**config.mk**
```make
export PLATFORM = sky130hd
export DESIGN_NAME = caltime_core
export DESIGN_NICKNAME = d
export VERILOG_FILES = /design/src/rtl/caltime_pkg.sv /design/src/rtl/caltime_prescale.sv /design/src/rtl/caltime_clock.sv /design/src/rtl/caltime_calendar.sv /design/src/rtl/caltime_core.sv
export SDC_FILE = /design/constraint.sdc
export NUM_CORES = 1
export LEC_CHECK = 0
export BUFFER_PORTS_ARGS = -buffer_cell sky130_fd_sc_hd__buf_2
export CAP_MARGIN = 20
export CELL_PAD_IN_SITES_DETAIL_PLACEMENT = 2
export CELL_PAD_IN_SITES_GLOBAL_PLACEMENT = 2
export CORE_MARGIN = 3
export CORE_UTILIZATION = 34
export CTS_CLUSTER_DIAMETER = 100
export DETAILED_ROUTE_END_ITERATION = 16
export PLACE_DENSITY_LB_ADDON = 0.2
export SLEW_MARGIN = 10
export SYNTH_ARGS = -nofsm -noshare
export SYNTH_HDL_FRONTEND = slang
export SYNTH_HIERARCHICAL = 1
export SYNTH_SLANG_ARGS = --single-unit
```
**constraint.sdc**
```tcl
create_clock -name clk -period 3.45 [get_ports clk]
set_input_delay 0.69 -clock clk [delete_from_list [all_inputs] [get_ports clk]]
set_output_delay 0.69 -clock clk [all_outputs]
set_load 0.05 [all_outputs]
```
**src/rtl/caltime_pkg.sv**
```systemverilog
package caltime_pkg;
  localparam int ADDR_W = 3;
  localparam int DATA_W = 8;

  // packed BCD increment of a two-digit value (no range wrap)
  function automatic logic [7:0] bcd_inc(input logic [7:0] v);
    if (v[3:0] == 4'd9) return {v[7:4] + 4'd1, 4'd0};
    return v + 8'd1;
  endfunction

  // two-digit BCD year: leap when binary value is a multiple of 4
  function automatic logic is_leap(input logic [7:0] y);
    logic [7:0] b;
    b = 8'(y[7:4]) * 8'd10 + 8'(y[3:0]);
    return (b[1:0] == 2'b00);
  endfunction

  // last date (BCD) of a BCD month
  function automatic logic [7:0] last_date(input logic [7:0] mon, input logic [7:0] yr);
    case (mon)
      8'h02:                      return is_leap(yr) ? 8'h29 : 8'h28;
      8'h04, 8'h06, 8'h09, 8'h11: return 8'h30;
      default:                    return 8'h31;
    endcase
  endfunction

  // next hour image, result {day_carry, hour[6:0]}
  function automatic logic [7:0] hour_step(input logic [6:0] h);
    logic       pm;
    logic [4:0] v12;
    logic [5:0] v24;
    if (h[6]) begin
      pm  = h[5];
      v12 = h[4:0];
      if (v12 == 5'h12)      return {1'b0, 1'b1, pm, 5'h01};
      else if (v12 == 5'h11) return {pm, 1'b1, ~pm, 5'h12};
      else                   return {1'b0, 1'b1, pm, 5'(bcd_inc({3'b0, v12}))};
    end else begin
      v24 = h[5:0];
      if (v24 == 6'h23) return {1'b1, 1'b0, 6'h00};
      else              return {1'b0, 1'b0, 6'(bcd_inc({2'b0, v24}))};
    end
  endfunction
endpackage

```
**src/rtl/caltime_prescale.sv**
```systemverilog
module caltime_prescale #(
  parameter int PRESCALE = 32768
) (
  input  logic clk,
  input  logic rst_n,
  input  logic base_tick,
  input  logic freeze,
  input  logic restart,
  output logic sec_tick
);
  localparam int CNT_W = (PRESCALE > 2) ? $clog2(PRESCALE) : 1;
  localparam logic [CNT_W-1:0] LAST = CNT_W'(PRESCALE - 1);

  logic [CNT_W-1:0] cnt;
  logic             accept;

  assign accept   = base_tick && !freeze;
  assign sec_tick = accept && (cnt == LAST) && !restart;

  always_ff @(posedge clk or negedge rst_n) begin
    if (!rst_n)       cnt <= '0;
    else if (restart) cnt <= '0;
    else if (accept)  cnt <= (cnt == LAST) ? '0 : cnt + 1'b1;
  end


  pre_range_chk: assert property (@(posedge clk) disable iff (!rst_n)
    cnt <= LAST);

  pre_frozen_chk: assert property (@(posedge clk) disable iff (!rst_n)
    (freeze && !restart) |=> $stable(cnt));
endmodule

```
**src/rtl/caltime_clock.sv**
```systemverilog
module caltime_clock
  import caltime_pkg::*;
(
  input  logic              clk,
  input  logic              rst_n,
  input  logic              adv,
  input  logic              wr_en,
  input  logic [ADDR_W-1:0] wr_addr,
  input  logic [DATA_W-1:0] wr_data,
  output logic [7:0]        sec_q,
  output logic [6:0]        min_q,
  output logic [6:0]        hr_q,
  output logic              halt,
  output logic              day_carry
);
  logic       wr_sec, wr_min, wr_hr;
  logic       sec_wrap, min_wrap;
  logic [7:0] hstep;

  assign wr_sec    = wr_en && (wr_addr == ADDR_W'(0));
  assign wr_min    = wr_en && (wr_addr == ADDR_W'(1));
  assign wr_hr     = wr_en && (wr_addr == ADDR_W'(2));
  assign halt      = sec_q[7];
  assign sec_wrap  = adv && (sec_q[6:0] == 7'h59);
  assign min_wrap  = sec_wrap && (min_q == 7'h59);
  assign hstep     = hour_step(hr_q);
  assign day_carry = min_wrap && hstep[7];

  always_ff @(posedge clk or negedge rst_n) begin
    if (!rst_n) begin
      sec_q <= 8'h00;
      min_q <= 7'h00;
      hr_q  <= 7'h00;
    end else begin
      if (wr_sec)   sec_q <= wr_data;
      else if (adv) sec_q <= {sec_q[7], sec_wrap ? 7'h00 : 7'(bcd_inc({1'b0, sec_q[6:0]}))};
      if (wr_min)        min_q <= wr_data[6:0];
      else if (sec_wrap) min_q <= min_wrap ? 7'h00 : 7'(bcd_inc({1'b0, min_q}));
      if (wr_hr)         hr_q <= wr_data[6:0];
      else if (min_wrap) hr_q <= hstep[6:0];
    end
  end


  sec_wrap_chk: assert property (@(posedge clk) disable iff (!rst_n)
    (sec_wrap && !wr_sec) |=> (sec_q[6:0] == 7'h00));

  day_carry_chk: assert property (@(posedge clk) disable iff (!rst_n)
    (day_carry && !wr_hr) |=> (hr_q == 7'h00 || hr_q == 7'h52));

  halt_hold_chk: assert property (@(posedge clk) disable iff (!rst_n)
    (halt && !wr_en) |=> ($stable(sec_q) && $stable(min_q) && $stable(hr_q)));
endmodule

```
**src/rtl/caltime_calendar.sv**
```systemverilog
module caltime_calendar
  import caltime_pkg::*;
(
  input  logic              clk,
  input  logic              rst_n,
  input  logic              day_carry,
  input  logic              wr_en,
  input  logic [ADDR_W-1:0] wr_addr,
  input  logic [DATA_W-1:0] wr_data,
  output logic [2:0]        day_q,
  output logic [5:0]        date_q,
  output logic [4:0]        mon_q,
  output logic [7:0]        yr_q
);
  logic wr_day, wr_date, wr_mon, wr_yr;
  logic date_wrap, mon_wrap;

  assign wr_day    = wr_en && (wr_addr == ADDR_W'(3));
  assign wr_date   = wr_en && (wr_addr == ADDR_W'(4));
  assign wr_mon    = wr_en && (wr_addr == ADDR_W'(5));
  assign wr_yr     = wr_en && (wr_addr == ADDR_W'(6));
  assign date_wrap = day_carry && ({2'b0, date_q} == last_date({3'b0, mon_q}, yr_q));
  assign mon_wrap  = date_wrap && (mon_q == 5'h12);

  always_ff @(posedge clk or negedge rst_n) begin
    if (!rst_n) begin
      day_q  <= 3'd1;
      date_q <= 6'h01;
      mon_q  <= 5'h01;
      yr_q   <= 8'h00;
    end else begin
      if (wr_day)         day_q <= wr_data[2:0];
      else if (day_carry) day_q <= (day_q == 3'd7) ? 3'd1 : day_q + 3'd1;
      if (wr_date)        date_q <= wr_data[5:0];
      else if (day_carry) date_q <= date_wrap ? 6'h01 : 6'(bcd_inc({2'b0, date_q}));
      if (wr_mon)         mon_q <= wr_data[4:0];
      else if (date_wrap) mon_q <= mon_wrap ? 5'h01 : 5'(bcd_inc({3'b0, mon_q}));
      if (wr_yr)          yr_q <= wr_data;
      else if (mon_wrap)  yr_q <= (yr_q == 8'h99) ? 8'h00 : bcd_inc(yr_q);
    end
  end


  day_wrap_chk: assert property (@(posedge clk) disable iff (!rst_n)
    (day_carry && day_q == 3'd7 && !wr_day) |=> (day_q == 3'd1));

  date_wrap_chk: assert property (@(posedge clk) disable iff (!rst_n)
    (date_wrap && !wr_date) |=> (date_q == 6'h01));

  year_wrap_chk: assert property (@(posedge clk) disable iff (!rst_n)
    (mon_wrap && yr_q == 8'h99 && !wr_yr) |=> (yr_q == 8'h00));
endmodule

```
**src/rtl/caltime_core.sv**
```systemverilog
module caltime_core
  import caltime_pkg::*;
#(
  parameter int PRESCALE = 32768
) (
  input  logic              clk,
  input  logic              rst_n,
  input  logic              base_tick,
  input  logic              wr_en,
  input  logic [ADDR_W-1:0] wr_addr,
  input  logic [DATA_W-1:0] wr_data,
  input  logic [ADDR_W-1:0] rd_addr,
  output logic [DATA_W-1:0] rd_data
);
  logic       sec_tick, halt, day_carry, sec_restart;
  logic [7:0] sec_q, yr_q;
  logic [6:0] min_q, hr_q;
  logic [2:0] day_q;
  logic [5:0] date_q;
  logic [4:0] mon_q;

  assign sec_restart = wr_en && (wr_addr == ADDR_W'(0));

  caltime_prescale #(.PRESCALE(PRESCALE)) u_pre (
    .clk(clk), .rst_n(rst_n), .base_tick(base_tick), .freeze(halt),
    .restart(sec_restart), .sec_tick(sec_tick));

  caltime_clock u_clk (
    .clk(clk), .rst_n(rst_n), .adv(sec_tick), .wr_en(wr_en), .wr_addr(wr_addr),
    .wr_data(wr_data), .sec_q(sec_q), .min_q(min_q), .hr_q(hr_q), .halt(halt),
    .day_carry(day_carry));

  caltime_calendar u_cal (
    .clk(clk), .rst_n(rst_n), .day_carry(day_carry), .wr_en(wr_en), .wr_addr(wr_addr),
    .wr_data(wr_data), .day_q(day_q), .date_q(date_q), .mon_q(mon_q), .yr_q(yr_q));

  always_comb begin
    case (rd_addr)
      3'd0:    rd_data = sec_q;
      3'd1:    rd_data = {1'b0, min_q};
      3'd2:    rd_data = {1'b0, hr_q};
      3'd3:    rd_data = {5'b0, day_q};
      3'd4:    rd_data = {2'b0, date_q};
      3'd5:    rd_data = {3'b0, mon_q};
      3'd6:    rd_data = yr_q;
      default: rd_data = 8'h00;
    endcase
  end


  halt_no_tick_chk: assert property (@(posedge clk) disable iff (!rst_n)
    halt |-> !sec_tick);

  write_wins_chk: assert property (@(posedge clk) disable iff (!rst_n)
    (sec_tick && wr_en && wr_addr == 3'd1) |=> (min_q == $past(wr_data[6:0])));
endmodule

```
# Word level (Yosys, flattened, before mapping)
# Index checks and enable logic that the tools add are counted.
[totals]
reg_bits = 59
latchBits = 0
mem_bits_rw = 0
romBits = 0
inputBits = 18
out_inout_bits = 8
word_cells = 159
mem_count = 0
[op_classes]
add_sub_neg = 17
mul = 1
div_mod_pow = 0
magnitude_cmp = 0
eq_ne = 35
shifts = 0
muxes = 65
bitwise = 1
reduce_logical = 30
[op_table]
columns = ["operator", "count"]
rows = [
  ["$mux 8", 10],
  ["$mux 7", 11],
  ["$pmux 8 s7", 1],
  ["$mux 15", 3],
  ["$mux 6", 7],
  ["$mux 5", 7],
  ["$eq 4x4->1 const B", 6],
  ["$mux 1", 22],
  ["$eq 3x3->1 const B", 7],
  ["$eq 5x5->1 const B", 4],
  ["$pmux 8 s2", 1],
  ["$reduce_bool 2->1", 8],
  ["$add 15x1->15 const B", 1],
  ["$eq 15x15->1 const B", 1],
  ["$logic_and 1x1->1", 15],
  ["$add 7x1->7 const B", 2],
  ["$eq 7x7->1 const B", 2],
  ["$add 6x1->6 const B", 2],
  ["$eq 3x2->1 const B", 4],
  ["$add 5x1->5 const B", 2],
  ["$eq 5x3->1 const B", 2],
  ["$add 3x1->3 const B", 3],
  ["$mux 3", 3],
  ["$add 8x1->8 const B", 1],
  ["18 further kinds", 24],
]

# Depth between registers and ports, before layout
# Gate-level depths: netlist (run 1).
[depth]
ltp_word = 18
ltp_mapped = 17
depth_no_buf = 13

# Hierarchy
# The synthesis (run 1) kept the hierarchy.
[modules_own_cells]
columns = ["module", "instances", "cells_each", "area_per_inst_um2", "seq_area_each_um2"]
rows = [
  ["caltime_calendar", 1, 211, 1714.1, 554.3],
  ["caltime_clock", 1, 214, 1676.6, 550.5],
  ["caltime_prescale", 1, 91, 862.1, 375.4],
  ["caltime_core", 1, 54, 421.7, 0.0],
]

# Worst setup path after synthesis (run 1)
# No wires, ideal clock.
[synth_path]
path_type = "input port to flip-flop"
from = "in wr_en"
to = "reg u_cal.yr_q[5]"
setup_time_ns = 0.082
arrival_time_ns = 3.566
t_required_ns = 3.368
slack_ns = -0.198
path_stages = 16
n_path_buf = 4
path_cell_list = "nor4b_1 > clkbuf_1 > inv_1 > nand2_1 > nor2_1 > and3_1 > clkbuf_1 > nand4_1 > nor2_1 > clkbuf_1 > and4bb_2 > nand3_1 > or3b_1 > buf_2 > or3_1 > a31oi_1"
[synth_via]
elab_chain_cells = 9
word_cells_on_any_way = 11
cone_classes = "mux (1); reduce/logical (10)"
[synth_rtl]
columns = ["element", "line_no", "text"]
rows = [
  ["start: declaration", "caltime_core.sv:9", "input logic wr_en,"],
  ["$logic_and 1x1->1", "caltime_core.sv:22", "assign sec_restart = wr_en && (wr_addr == ADDR_W'(0));"],
  ["$logic_not 1->1", "caltime_prescale.sv:18", "assign sec_tick = accept && (cnt == LAST) && !restart;"],
  ["$logic_and 1x1->1", "caltime_prescale.sv:18", ""],
  ["named net sec_tick", "caltime_core.sv:15", "logic sec_tick, halt, day_carry, sec_restart;"],
  ["$logic_and 1x1->1", "caltime_clock.sv:24", "assign sec_wrap = adv && (sec_q[6:0] == 7'h59);"],
  ["$logic_and 1x1->1", "caltime_clock.sv:25", "assign min_wrap = sec_wrap && (min_q == 7'h59);"],
  ["$logic_and 1x1->1", "caltime_clock.sv:27", "assign day_carry = min_wrap && hstep[7];"],
  ["named net day_carry", "caltime_core.sv:15", ""],
  ["$logic_and 1x1->1", "caltime_calendar.sv:22", "assign date_wrap = day_carry && ({2'b0, date_q} == last_date({3'b0, mon_q}, yr_q));"],
  ["$logic_and 1x1->1", "caltime_calendar.sv:23", "assign mon_wrap = date_wrap && (mon_q == 5'h12);"],
  ["$reduce_bool 2->1 (no line)", "-", ""],
  ["end signal: assignment", "caltime_calendar.sv:38", "if (wr_yr) yr_q <= wr_data;"],
  ["end signal: assignment", "caltime_calendar.sv:39", "else if (mon_wrap) yr_q <= (yr_q == 8'h99) ? 8'h00 : bcd_inc(yr_q);"],
  ["end: declaration", "caltime_calendar.sv:13", "output logic [7:0] yr_q"],
]
# The timed path passes the listed nets, and every way through them passes these cells.
# A chain may end at the register's enable or synchronous reset.

# Final worst setup path (run 1)
[layout_path]
from = "reg u_pre.cnt[0]"
to = "reg u_cal.yr_q[4]"
[layout_via]
elab_chain_cells = 9
[layout_rtl]
columns = ["element", "line_no", "text"]
rows = [
  ["start: declaration", "caltime_prescale.sv:14", "logic [CNT_W-1:0] cnt;"],
  ["start signal: assignment", "caltime_prescale.sv:23", "else if (accept) cnt <= (cnt == LAST) ? '0 : cnt + 1'b1;"],
  ["$eq 15x15->1", "caltime_prescale.sv:18", ""],
  ["$logic_and 1x1->1 (2 in a row)", "caltime_prescale.sv:18", ""],
  ["named net sec_tick", "caltime_core.sv:15", ""],
  ["$logic_and 1x1->1", "caltime_clock.sv:24", ""],
  ["$logic_and 1x1->1", "caltime_clock.sv:25", ""],
  ["$logic_and 1x1->1", "caltime_clock.sv:27", ""],
  ["named net day_carry", "caltime_core.sv:15", ""],
  ["$logic_and 1x1->1", "caltime_calendar.sv:22", ""],
  ["$logic_and 1x1->1", "caltime_calendar.sv:23", ""],
  ["$reduce_bool 2->1 (no line)", "-", ""],
]
# The timed path passes the listed nets, and every way through them passes these cells.

==> flow_summary.json, run 1 <==
{
  "cp.required_ps": 3710,
  "synth_cell_type_count": 71,
  "row_count": 42,
  "rsz0062_at_grt": "false",
  "crit_path_cell_trace": "ha_1 > and4b_1 > nand4_4 > nor2_1 > and3_1 > nand4_1 > nor2_2 > and4bb_2 > nand3_1 > or3b_4 > nor4b_1 > a21oi_1 > a21oi_1",
  "grt_overflow": 0,
  "fp.dieW_um": 123,
  "grt_pass1_vias": 4917,
  "hold_violations": 0,
  "cts_max_level": 3,
  "finalCriticalPeriod_ps": 3220,
  "clk_pin_slew_ps": 60,
  "cts_tree": "done",
  "crit_top_cell": "a21oi_1",
  "worst_pin_slew_ps": 966,
  "remaining_drc_errors": 0,
  "yosysWarningCount": 6,
  "design_area_um2": 5280,
  "diodes": 0,
  "ir_drop_v": 0.000215,
  "crit_fanout": 10,
  "min_period_over_period_pct": 93.3,
  "crit_end": "u_cal/yr_q[4]",
  "io_buffers": 25,
  "slew_violations": 0,
  "max_cap_violations": 0,
  "r2r-start": "u_pre/cnt[0]",
  "synth_nets": 606,
  "synth_edf_count": 0,
  "wirelength_um": 16500,
  "cts_buffers": 9,
  "area_delta_synth_final_pct": 13.0,
  "worst-path-buf-inv": 0,
  "antenna_found_initial": 0,
  "ctsResizeCount": 0,
  "yosysSeqAreaShare_pct": 31.7,
  "cts_sinks": 59,
  "drt_iter0_drc": 199,
  "yosys.area.top_type": "dfrtp_1",
  "seq_area_um2": 1480,
  "ys_ff_latch": 59,
  "dp_hpwl_um": 11800,
  "setup_tns_ps": 0,
  "p_sw_share_pct": 37.8,
  "layout.nets": 626,
  "power_switching_mw": 1.01,
  "die_area_um2": 15200,
  "avgViaCountPerCell": 5.85,
  "crit_arrival_ps": 3480,
  "synthArstFlopShare_pct": 100,
  "post_drt_wl_per_cell_um": 21.4,
  "synth_top_area_share_pct": 30.0,
  "p_clk_share_pct": 34.7,
  "cpLargestDelayFamily": "simple AND/OR/NAND/NOR gates",
  "cts_hold_buf": 0,
  "synthTopCellsByArea": "dfrtp_1 (30%), nand2_1 (5.5%), ha_1 (4.8%)",
  "fill_cells": 1529,
  "cp.depth": 13,
  "fin_util_pct": 39.6,
  "power_frac_comb_pct": 27.2,
  "avgSynthCellArea_um2": 8.20,
  "clockBufferDepth": 2,
  "r2r_setup_slack_ps": 230,
  "setup_viol": 0,
  "critPathSlowestCell": "or3b_4",
  "synth_flop_cell": "dfrtp_1",
  "startpoint": "u_pre/cnt[0]",
  "path_class": "register to register",
  "drive_gt1_share_pct": 16.0,
  "setup.worst_path.end_class": "register",
  "start_util_pct": 35.0,
  "cts_setup_buffers": 0,
  "antenna_left": 0,
  "core_area_um2": 13300,
  "powerDensity_nw_per_um2": 506,
  "slew_headroom_pct": 35.1,
  "die_h_um": 123,
  "intPower_mw": 1.66,
  "hold_path.class": "register to register",
  "syn_inst": 570,
  "grt_max_degree": 60,
  "p_leak_nw": 2.17,
  "io-pin-count": 26,
  "syn-cell-area_um2": 4670,
  "startpoint_type": "register",
  "fmax_mhz": 311,
  "place_area_um2": 4980,
  "p_seq_share_pct": 38.1,
  "worstReg2RegEnd": "u_cal/yr_q[4]",
  "drtPass1Iterations": 4,
  "grt_first_pass_wirelength_um": 26900,
  "critical-path-max-stage-delay_ps": 490,
  "worst_skew_pair.late_latency_ps": 340,
  "finClkSkew_ps": 6.94,
  "root_buffer": "clkbuf_16",
  "place_congestion": 0.820,
  "multi_input_area_um2": 2920,
  "outcome": "complete, no violations",
  "dr_total_vias": 4513,
  "grtUsageTotal_pct": 23.1,
  "r2r_cells": 13
}
## cell usage in the layout, fill, tap and decap left out, types with 19 or more instances in the layout
cell type / count
inv_1: 19
nor2_1: 45
buf_2: 25
nand3_1: 21
o21ai_0: 36
a31oi_1: 22
buf_4: 22
dfrtp_1: 56
nand2_1: 69
a21oi_1: 40
## power by group through the flow
stage	Sequential [mW]	Clock (mW)	Combinational, mW
CTS	1.02	0.943	0.730
global placement	1.02	0	0.682
global route	1.04	0.973	0.826
detailed placement	1.03	0	0.724
finish	1.02	0.927	0.726
floorplan	0.925	0	0.564
## cell usage after synthesis, drive strengths merged, types with 3 or more instances
| library cell | number |
|---|---|
| o211ai | 10 |
| a211oi | 4 |
| inv | 20 |
| nor3b | 11 |
| o21ai | 43 |
| and2 | 7 |
| nor2 | 46 |
| nand3b | 6 |
| ha | 18 |
| dfstp | 3 |
| dfrtp | 56 |
| nor4b | 7 |
| nand2b | 7 |
| or3 | 8 |
| and3 | 11 |
| nand4 | 13 |
| o22ai | 3 |
| mux2 | 10 |
| xnor2 | 7 |
| nand3 | 22 |
| mux2i | 14 |
| a211o | 3 |
| clkbuf | 22 |
| and4 | 3 |
| a21oi | 40 |
| buf | 16 |
| xor2 | 10 |
| a31oi | 22 |
| nor3 | 10 |
| a22oi | 3 |
| nand2 | 69 |
| nor2b | 12 |
## metal layers
layer | global-route usage [%] | wire [µm] | up-vias | share of wire [%]
met2 | 39.8 | 8140 | 58 | 49
met4 | 7.40 | 275 | 0 | 1.7
met1 | 30.2 | 7600 | 2330 | 46
met5 | 0 | 0 | - | 0
met3 | 2.70 | 452 | 16 | 2.7
li1 | - | - | 2109 | -
## area by class of cell
| cell class | count | area share (%) |
|---|---|---|
| Inverter | 20 | 1.42 |
| Sequential cell | 59 | 28.0 |
| Tap cell | 176 | 4.17 |
| Clock buffer | 10 | 4.34 |
| Timing Repair Buffer | 47 | 5.50 |
| Multi-Input combinational cell | 453 | 55.3 |
| Clock inverter | 6 | 1.26 |
## registers in the layout, indices dropped and copies added (netlist names)
signal	cells
u_pre/cnt	15
u_cal/yr_q	8
u_clk/sec_q	8
u_clk/hr_q	7
u_clk/min_q	7
u_cal/date_q	6
u_cal/mon_q	5
u_cal/day_q	3
## cells by family (layout without fill, tap and decap cells)
logic type,after synthesis,in the layout,synth area share [%]
simple gates,244,244,28.1
compound gates,149,149,20.1
flops,59,59,31.7
buf+inv,58,83,6.10
mux,25,25,5.97
fa+ha+maj,18,18,4.82
xor+xnor,17,17,3.19
## worst register-to-register path, stage by stage (launching register included)
cell and delay, ps:
dfrtp_1 380, ha_1 240, and4b_1 290, nand4_4 120
nor2_1 160, and3_1 190, nand4_1 160, nor2_2 180
and4bb_2 280, nand3_1 120, or3b_4 490, nor4b_1 290
a21oi_1 80, a21oi_1 170
## worst min path at each step
stage / endpoint / startpoint / slack (ps) / depth (start not counted)
2_1_floorplan: u_cal/date_q[1] / rst_n / 390 / 0
3_5_place_dp: u_pre/cnt[10] / u_pre/cnt[10] / 500 / 1
5_1_grt: u_pre/cnt[0] / u_pre/cnt[0] / 540 / 1
6_report: u_pre/cnt[0] / u_pre/cnt[0] / 500 / 1
3_3_place_gp: u_pre/cnt[10] / u_pre/cnt[10] / 460 / 1
4_1_cts: u_pre/cnt[10] / u_pre/cnt[10] / 500 / 1
## metrics by stage
stage	instances	total power, mW	hold slack [ps]	worst slack (ps)
after floorplan	570	1.49	394	31.9
after global placement	755	1.70	460	124
after detailed placement	755	1.75	498	-43.6
after CTS	771	2.69	504	126
after global routing	771	2.84	537	13.1
final	771	2.67	500	231
No activity file was read; power rests on OpenSTA's default activity.
==> run 2: changes to the inputs <==
REMOVE_ABC_BUFFERS = 1   (was default)
==> run 2 against run 1 <==
Worst setup slack got worse by 2.8 ps. Clock power increased by 20%. Total power increased by 7.7%. Count of clock-buffer cells in the layout increased by 2. Sequential power about the same. Critical path depth decreased by 1. Non-clock buffer count increased by 3. Global-route usage increased by 0.84 points. Worst hold slack got worse by 180 ps. Design area increased by 1.9%. First-iteration DRC count increased by 23%.
==> flow_summary.json, run 2 (same netlist as run 1, synthesis figures left out) <==
{
  "outcome": "complete, no violations",
  "power_mw": 2.88,
  "remaining_drc_errors": 0,
  "io_buffers": 25,
  "core_area_um2": 13300,
  "critical-path-max-stage-delay_ps": 460,
  "row_count": 42,
  "hold_violations": 0,
  "worst-path-buf-inv": 0,
  "grt_overflow": 0,
  "finClkSkew_ps": 11.5,
  "drive_gt1_share_pct": 16.9,
  "drt_iter0_drc": 245,
  "path_class": "register to register",
  "worst_skew_pair.late_latency_ps": 340,
  "slew_violations": 0,
  "powerDensity_nw_per_um2": 534,
  "critPathSlowestCell": "or3b_4",
  "dp_hpwl_um": 12100,
  "cpLargestDelayFamily": "simple AND/OR/NAND/NOR gates",
  "place_congestion": 0.848,
  "largest_reg_flops": 15,
  "die_area_um2": 15200,
  "p_leak_nw": 2.22,
  "dp_slack_ps": -35.9,
  "r2r_setup_slack_ps": 230,
  "slew_headroom_pct": 39.2,
  "start_util_pct": 35.0,
  "antenna_left": 0,
  "root_buffer": "clkbuf_16",
  "r2r-start": "u_pre/cnt[0]",
  "cts_tree": "done",
  "hold_path.class": "input port to asynchronous set/reset pin",
  "wirelength_um": 16900,
  "worst_pin_slew_ps": 905,
  "drtPass1Iterations": 4,
  "ir_drop_v": 0.000230,
  "worstReg2RegEnd": "u_cal/yr_q[1]",
  "clockBufferDepth": 2,
  "dp_cells": 757,
  "finalCriticalPeriod_ps": 3220,
  "startpoint_type": "register",
  "layout.nets": 629,
  "cts_max_level": 3,
  "dr_total_vias": 4539,
  "fin_cells": 774,
  "top_register": "u_pre/cnt",
  "setup_ws_ps": 228,
  "setup_tns_ps": 0,
  "diodes": 0,
  "grtUsageTotal_pct": 24.0,
  "crit_arrival_ps": 3470,
  "cp.required_ps": 3700,
  "grt_first_pass_wirelength_um": 27700,
  "setup_viol": 0,
  "mostFrequentLayoutCell": "nand2_1",
  "crit_fanout": 8,
  "max_cap_violations": 0,
  "fp.dieW_um": 123,
  "cts_sinks": 59,
  "setup.worst_path.end_class": "register",
  "timing.hold.ws_ps": 316,
  "die_h_um": 123,
  "r2r_cells": 12,
  "grt_max_degree": 39,
  "io-pin-count": 26,
  "layout_common_cells": "nand2_1 (69), dfrtp_1 (56), nor2_1 (44)",
  "grt_pass1_vias": 4912,
  "clk_pin_slew_ps": 60,
  "area_delta_synth_final_pct": 15.1,
  "largestRegisters": "u_pre/cnt: 15 flops, u_cal/yr_q: 8 flops, u_clk/sec_q: 8 flops",
  "rsz0062_at_grt": "false",
  "avgViaCountPerCell": 5.86,
  "fmax_mhz": 310,
  "cts_buffers": 9,
  "min_period_over_period_pct": 93.4,
  "antenna_found_initial": 0,
  "post_drt_wl_per_cell_um": 21.9,
  "crit_path_cell_trace": "ha_2 > and4b_2 > nand4_4 > nor2_4 > and3_1 > nand4_1 > nor2_2 > and4bb_2 > nand3_1 > or3b_4 > or3_1 > a31oi_1",
  "cts_hold_buf": 0
}
==> run 2: power by group <==
group	internal, mW	switching, mW	total (mW)
clock network	0.764	0.346	1.11
logic	0.301	0.448	0.749
registers	0.810	0.207	1.02
total	1.87	1.00	2.88
==> run 2: what timing repair did <==
| action | CTS | global route |
|---|---|---|
| hold endpoints to repair | 0 | 0 |
| cloned | 0 | 0 |
| resized for setup | 1 | 5 |
| setup endpoints to repair | 4 | 15 |
| pin swaps | 0 | 2 |
| buffers inserted | 0 | 1 |
==> run 2: layer usage <==
metal | part of all wire [%] | GRT usage (%) | up-vias | routed length, µm
met2 | 49 | 40.4 | 57 | 8300
met5 | 0 | 0 | - | 0
met1 | 47 | 32.4 | 2352 | 7950
li1 | - | - | 2114 | -
met3 | 2.4 | 2.61 | 16 | 401
met4 | 1.6 | 6.99 | 0 | 274
==> run 2: worst max-delay path by stage <==
stage	from	endpoint	slack, ps	depth (start not counted)
after floorplan	wr_en	u_cal/yr_q[5]	-710	12
after global placement	base_tick	u_cal/yr_q[5]	70	12
after detailed placement	base_tick	u_cal/yr_q[4]	-40	13
after CTS	u_pre/cnt[0]	u_cal/yr_q[4]	80	13
after global routing	u_pre/cnt[0]	u_cal/yr_q[0]	10	14
final	u_pre/cnt[0]	u_cal/yr_q[1]	230	12
==> run 2: cell type report <==
type / count / area (µm²)
Sequential cell: 59 / 1480
Inverter: 20 / 75.1
Clock inverter: 4 / 95.1
Multi-Input combinational cell: 453 / 2930
Tap cell: 176 / 220
Fill cell: 1551 / 7970
Clock buffer: 12 / 267
Timing Repair Buffer: 50 / 313
==> run 2: worst register-to-register path: cells and delay by family (launching register included) <==
kind            cells  cell delay [ps]
compound gates      1              200
simple gates       10             2270
fa+ha+maj           1              240
flops               1              420
==> run 2: through the flow <==
stage | util [%] | cell area (µm²)
after global routing | 40.3 | 5380
after CTS | 40.2 | 5360
after detailed placement | 37.4 | 5000
after floorplan | - | 4460
after global placement | 37.4 | 5000
final | 40.3 | 5380
